--- src/rtl/seq_gate_pkg.sv ---
package seq_gate_pkg;
   // Which rule decides the gate on a tick
   typedef enum logic [1:0] {
      GSRC_STOP = 2'd0,
      GSRC_HOLD = 2'd1,
      GSRC_RTRG = 2'd2,
      GSRC_CMP  = 2'd3
   } gate_src_e;
endpackage

--- src/rtl/seq_gate_len.sv ---
// Effective gate length: signed sum with one guard bit, then clamp to [0, 2^CAP_LOG2]
module seq_gate_len #(
   parameter int LEN_W    = 32,
   parameter int CAP_LOG2 = 27,
   localparam int OUT_W   = CAP_LOG2 + 1
) (
   input  logic signed [LEN_W-1:0] len_base,
   input  logic signed [LEN_W-1:0] len_mod,
   output logic        [OUT_W-1:0] len_eff
);
   logic signed [LEN_W:0] sum_ext;
   logic signed [LEN_W:0] cap_ext;

   assign cap_ext = {{(LEN_W-CAP_LOG2){1'b0}}, 1'b1, {CAP_LOG2{1'b0}}};
   assign sum_ext = {len_base[LEN_W-1], len_base} + {len_mod[LEN_W-1], len_mod};

   always_comb begin
      if (sum_ext < 0)
         len_eff = '0;
      else if (sum_ext > cap_ext)
         len_eff = cap_ext[OUT_W-1:0];
      else
         len_eff = sum_ext[OUT_W-1:0];
   end
endmodule

--- src/rtl/seq_gate_cmp.sv ---
// Scaled phase compare: over = (phase >> SHIFT) > len
module seq_gate_cmp #(
   parameter int PHASE_W = 32,
   parameter int SHIFT   = 5,
   parameter int LEN_OW  = 28,
   localparam int CW     = (PHASE_W > LEN_OW) ? PHASE_W : LEN_OW
) (
   input  logic [PHASE_W-1:0] phase,
   input  logic [LEN_OW-1:0]  len_eff,
   output logic               over
);
   logic [CW-1:0] phase_scaled;

   generate
      if (SHIFT == 0) begin : g_noshift
         assign phase_scaled = CW'(phase);
      end else begin : g_shift
         assign phase_scaled = CW'(phase) >> SHIFT;
      end
   endgenerate

   assign over = phase_scaled > CW'(len_eff);
endmodule

--- src/rtl/seq_gate_ctl.sv ---
// Gate register with resume-hold and one-tick retrigger handling
module seq_gate_ctl
   import seq_gate_pkg::*;
#(
   parameter int STEP_W = 8
) (
   input  logic              clk,
   input  logic              rst,
   input  logic              tick,
   input  logic              run,
   input  logic [STEP_W-1:0] step_idx,
   input  logic              retrig_req,
   input  logic              over,
   output logic              gate,
   output logic              hold_q,
   output logic              rtrg_q
);
   logic [STEP_W-1:0] prev_step_q;
   gate_src_e         src;
   logic              rtrg_any;

   assign rtrg_any = rtrg_q | retrig_req;

   always_comb begin
      if (!run)
         src = GSRC_STOP;
      else if (hold_q)
         src = GSRC_HOLD;
      else if (rtrg_any)
         src = GSRC_RTRG;
      else
         src = GSRC_CMP;
   end

   always_ff @(posedge clk) begin
      if (rst) begin
         gate        <= 1'b0;
         hold_q      <= 1'b0;
         rtrg_q      <= 1'b0;
         prev_step_q <= '0;
      end else if (tick) begin
         unique case (src)
            GSRC_STOP: begin
               gate   <= 1'b0;
               hold_q <= 1'b1;
               rtrg_q <= rtrg_any;
            end
            GSRC_HOLD: begin
               gate        <= 1'b0;
               rtrg_q      <= rtrg_any;
               prev_step_q <= step_idx;
               if (step_idx != prev_step_q)
                  hold_q <= 1'b0;
            end
            GSRC_RTRG: begin
               gate        <= 1'b0;
               rtrg_q      <= 1'b0;
               prev_step_q <= step_idx;
            end
            default: begin
               gate        <= ~over;
               prev_step_q <= step_idx;
            end
         endcase
      end
   end
endmodule

--- src/rtl/seq_gate_gen.sv ---
module seq_gate_gen #(
   parameter int PHASE_W     = 32,
   parameter int STEP_W      = 8,
   parameter int LEN_W       = 32,
   parameter int CAP_LOG2    = 27,
   parameter int PHASE_SHIFT = 5,
   localparam int LEN_OW     = CAP_LOG2 + 1
) (
   input  logic               clk,
   input  logic               rst,
   input  logic               tick,
   input  logic               run,
   input  logic [STEP_W-1:0]  step_idx,
   input  logic [PHASE_W-1:0] phase,
   input  logic [LEN_W-1:0]   len_base,
   input  logic [LEN_W-1:0]   len_mod,
   input  logic               retrig_req,
   output logic               gate
);
   generate
      if (PHASE_SHIFT < 0 || PHASE_SHIFT >= PHASE_W) begin : g_bad_shift
         $error("PHASE_SHIFT must lie in [0, PHASE_W)");
      end
      if (CAP_LOG2 < 1 || CAP_LOG2 > LEN_W - 2) begin : g_bad_cap
         $error("CAP_LOG2 must lie in [1, LEN_W-2]");
      end
      if (STEP_W < 1) begin : g_bad_step
         $error("STEP_W must be positive");
      end
   endgenerate

   logic [LEN_OW-1:0] len_eff;
   logic              over;
   logic              hold_q;
   logic              rtrg_q;

   seq_gate_len #(.LEN_W(LEN_W), .CAP_LOG2(CAP_LOG2)) u_len (
      .len_base (len_base),
      .len_mod  (len_mod),
      .len_eff  (len_eff)
   );

   seq_gate_cmp #(.PHASE_W(PHASE_W), .SHIFT(PHASE_SHIFT), .LEN_OW(LEN_OW)) u_cmp (
      .phase   (phase),
      .len_eff (len_eff),
      .over    (over)
   );

   seq_gate_ctl #(.STEP_W(STEP_W)) u_ctl (
      .clk        (clk),
      .rst        (rst),
      .tick       (tick),
      .run        (run),
      .step_idx   (step_idx),
      .retrig_req (retrig_req),
      .over       (over),
      .gate       (gate),
      .hold_q     (hold_q),
      .rtrg_q     (rtrg_q)
   );
endmodule

--- config.mk ---
export PLATFORM = sky130hd
export DESIGN_NAME = seq_gate_gen
export DESIGN_NICKNAME = d
export VERILOG_FILES = /design/src/rtl/seq_gate_pkg.sv /design/src/rtl/seq_gate_len.sv /design/src/rtl/seq_gate_cmp.sv /design/src/rtl/seq_gate_ctl.sv /design/src/rtl/seq_gate_gen.sv
export SDC_FILE = /design/constraint.sdc
export NUM_CORES = 1
export LEC_CHECK = 0
export BUFFER_PORTS_ARGS = -buffer_cell sky130_fd_sc_hd__buf_2
export CORE_MARGIN = 10
export CORE_UTILIZATION = 30
export DETAILED_ROUTE_END_ITERATION = 8
export MAX_ROUTING_LAYER = met4
export PLACE_DENSITY = 0.47
export RECOVER_POWER = 100
export SETUP_SLACK_MARGIN = 0.02
export SLEW_MARGIN = 30
export SYNTH_ARGS = -nofsm -noshare
export SYNTH_HDL_FRONTEND = slang
export SYNTH_HIERARCHICAL = 1
export SYNTH_SLANG_ARGS = --single-unit
--- constraint.sdc ---
create_clock -name clk -period 8.21 [get_ports clk]
set_input_delay 0.821 -clock clk [delete_from_list [all_inputs] [get_ports clk]]
set_output_delay 0.821 -clock clk [all_outputs]
set_load 0.02 [all_outputs]
==> impl_results.md <==
- Initial antenna violation count: 0
- Global route overflow: 0
- Cell Rows: 40
- CP Capture Type: flop
- Top cell type's share of synthesized area: about a fifth
- Synthesis-stage register bit count: 11
- Drt first-iter violations: between 100 and 150
- Drt pass-1 iters: 5
- Worst path depth: 22
- Mapped Cells: roughly 500
- Worst reg-to-reg setup slack: 7.10 ns
- Hold-fix buffers, CTS: 0
- Final instance area: 4250 sq um
- Die width: 130 um
- Crit Path Class: in2reg
- ANT nets after route: 0
- Hold EP: u_ctl/prev_step_q[6]$_SDFFE_PP0P_
- WL/cell: 14.9 um
- Max-cap violations: 1
- Setup TNS: 0 ns
- Unique masters post-synth: 73
- Seq. cell area: around 220 sq um
- Top-count cell post-synth: ha_1
- Tot Pwr: around 0.43 mW
- Final net count: roughly 760
- Synth warn: 6
- Synth area leaders: ha_1 (20%), a21oi_1 (7.5%), dfxtp_1 (6.1%)
- Post-CTS Resized: 0
- Worst path arrival time: ~6.1 ns
- Max Transition Viols Final: 20
- RSZ-0062 raised after global routing: no
- Top sig layer: met4
- Register area share after synthesis: between 6 and 7%
- CTS tree: done
- IO Count: 110
- Met2 wire length: around 5.3 mm
- Layout cells sized above 1: between 20% and 30%
- H-tree Lvls: 1
- Worst Max-Slew Pin Slew: ~1.7 ns
- Slew HR: -13.2%
- DR WL met3: roughly 240 um
- Post-synth top area cell: ha_1
- CTS Sinks: 11
- Worst-path fanout max: 19
- Postcts setup bufs: 0
- Placed Cells: 728
- CP startpoint: len_base[0]
- Crit path cell chain: buf_2 > ha_1 > inv_1 > fa_1 > nand2b_1 > a211oi_2 > o2111a_2 > o21ai_1 > a21bo_2 > a2111oi_0 > and3_1 > a41oi_1 > nor3_1 > inv_1 > ha_1 > nor2b_1 > o211ai_2 > a211oi_2 > o41ai_1 > a31oi_1 > nand4b_1 > a21oi_1
- Residual DRC: 0
- Endpoints failing setup: 0
- HP Class: reg2reg
- Largest net degree at the start of global routing: 20
- Violated checks: capacitance limit, slew limit
- CTS Buf Count: 3
- Clock Pin Slew Worst Setup and Hold Paths: around 0.04 ns
- Fin crit share: 71.9%
- Worst skew pair latency: between 0.2 and 0.25 ns
- Slowest CP cell: a41oi_1
- Routed Wire Length: 10.9 mm
- Longest Clk Path Bufs: 2
- WP buf/inv: 3
- Top cells by count, synth: ha_1 (59), a21oi_1 (54), nand2_1 (54)
- Syn_nets: around 660
- Worst flop-to-flop path startpoint: u_ctl/prev_step_q[7]$_SDFFE_PP0P_
- Post-Layout Cell Count: about 730
- Final Hold Fails: 0
- Routed vias/inst: approximately 5.2
- Pwr Density: ~100 nW/um^2
- Total GRT Usage: around an eighth
- Ys async rst share: 0%
- CP peak stage delay: approximately 0.67 ns
- Type of origin of the critical path: input port
- CP delay by family, top: compound AO/OA/AOI/OAI gates
- Maximum VDD drop: just over 0.05 mV
- Vias in the first global route: just under 4000
- IO buf count: about 100
- Cell Area, Synth: 3620 sq um
- Core ar.: 11900 sq um
- N_diodes: 0
- Met1 WL: roughly 5.3 mm
- Status: finished, violations left
- Worst Reg-to-Reg Cells: 4
- Final GP Congestion: roughly 0.84
- Clock root buffer: clkbuf_16
- Hold WS: roughly 0.46 ns
- WP data required: approximately 8.4 ns
- Fillers: ~1300
- Reg-to-Reg End: u_ctl/hold_q$_SDFFE_PP0P_
- Clock period minus worst slack: between 5 and 6 ns
- Multi-input gate area in the final layout: ~3100 sq um
- Initial Util: just over 30%
- Hold path start: u_ctl/prev_step_q[6]$_SDFFE_PP0P_
- Setup Skew: between 0.0009 and 0.001 ns
- DP Wirelength: approximately 9.7 mm
- FMAX: approximately 0.17 GHz
- Die height: ~130 um
- Global-route wire length before repair: ~18 mm
- Static Leak: 1.84 nW
- Mean post-synth cell area: between 7 and 8 sq um
- Post-synth EDFFs: 0
- Die ar.: 16900 sq um
- Main synth FF type: dfxtp_1
- Worst hold stages: 2
- Layout Area Growth over Synthesis: 17.4%
- Area after DPL: around 4200 sq um
- Vias: 3781
-- worst register-to-register path: stages (launching register included) --
cell	delay [ns]
dfxtp_1	0.31
xor2_1	0.16
nor4_1	0.33
a21oi_1	0.13
nor3_2	0.11
-- metal layers --
layer,GRT usage [%],up-vias
met1,16.3,1699
li1,-,2012
met5,-,-
met3,0.933,5
met4,1.65,0
met2,22.4,65
-- cells by family (layout without fill, tap and decap cells) --
family	count (synthesis)	count (layout)	synth area share, %
xor+xnor	29	29	7.02
fa+ha+maj	60	60	20.9
flops	11	11	6.08
compound gates	152	152	30.8
simple gates	184	184	27.0
mux	2	2	0.553
buf+inv	55	147	7.67
-- registers in the layout, summed over array words and instances, names as in the netlist --
name               count
u_ctl/prev_step_q      8
u_ctl/gate             1
u_ctl/rtrg_q           1
u_ctl/hold_q           1
-- final cells by class --
type	count	area share, %
clock buffers	4	1.86
multi-input cells	427	73.0
well taps	147	4.33
inverters	39	3.45
flip-flops and latches	11	5.18
repair buffers	104	12.2
-- stage by stage --
stage | utilization (%) | setup slack (ns)
4_1_cts | 35.9 | 2.77
5_1_grt | 35.7 | 1.74
3_5_place_dp | 35.2 | 2.56
2_1_floorplan | - | 3.38
3_3_place_gp | 35.2 | 2.64
6_report | 35.7 | 2.31
-- where the power goes --
| group | internal (mW) | total [mW] | switching (mW) |
|---|---|---|---|
| logic | 0.118 | 0.287 | 0.169 |
| registers | 0.0563 | 0.0579 | 0.00165 |
| clock network | 0.0650 | 0.0869 | 0.0220 |
| total | 0.239 | 0.432 | 0.193 |
-- placed cells by master, fill, tap and decap left out, types with 4 or more instances in the layout --
cell type	count
a21boi_0	5
nor4_1	6
xor2_1	16
xnor2_1	13
and3_1	6
nor2b_1	4
o21bai_1	5
nor3b_1	8
a211oi_2	4
nand4_1	15
ha_1	59
nand2b_1	4
nor3_1	19
a21oi_1	54
clkbuf_1	4
nand3_1	13
nand2_1	54
inv_1	39
nor2_1	28
buf_2	101
o21ai_0	20
dfxtp_1	11
a211oi_1	7
a21o_1	14
-- worst max path at each step --
stage,to
after floorplan,u_ctl/gate$_SDFFE_PP0P_
after global placement,u_ctl/gate$_SDFFE_PP0P_
after detailed placement,u_ctl/gate$_SDFFE_PP0P_
after CTS,u_ctl/gate$_SDFFE_PP0P_
after global routing,u_ctl/gate$_SDFFE_PP0P_
final,u_ctl/gate$_SDFFE_PP0P_
(Power assumes the default switching activity.)
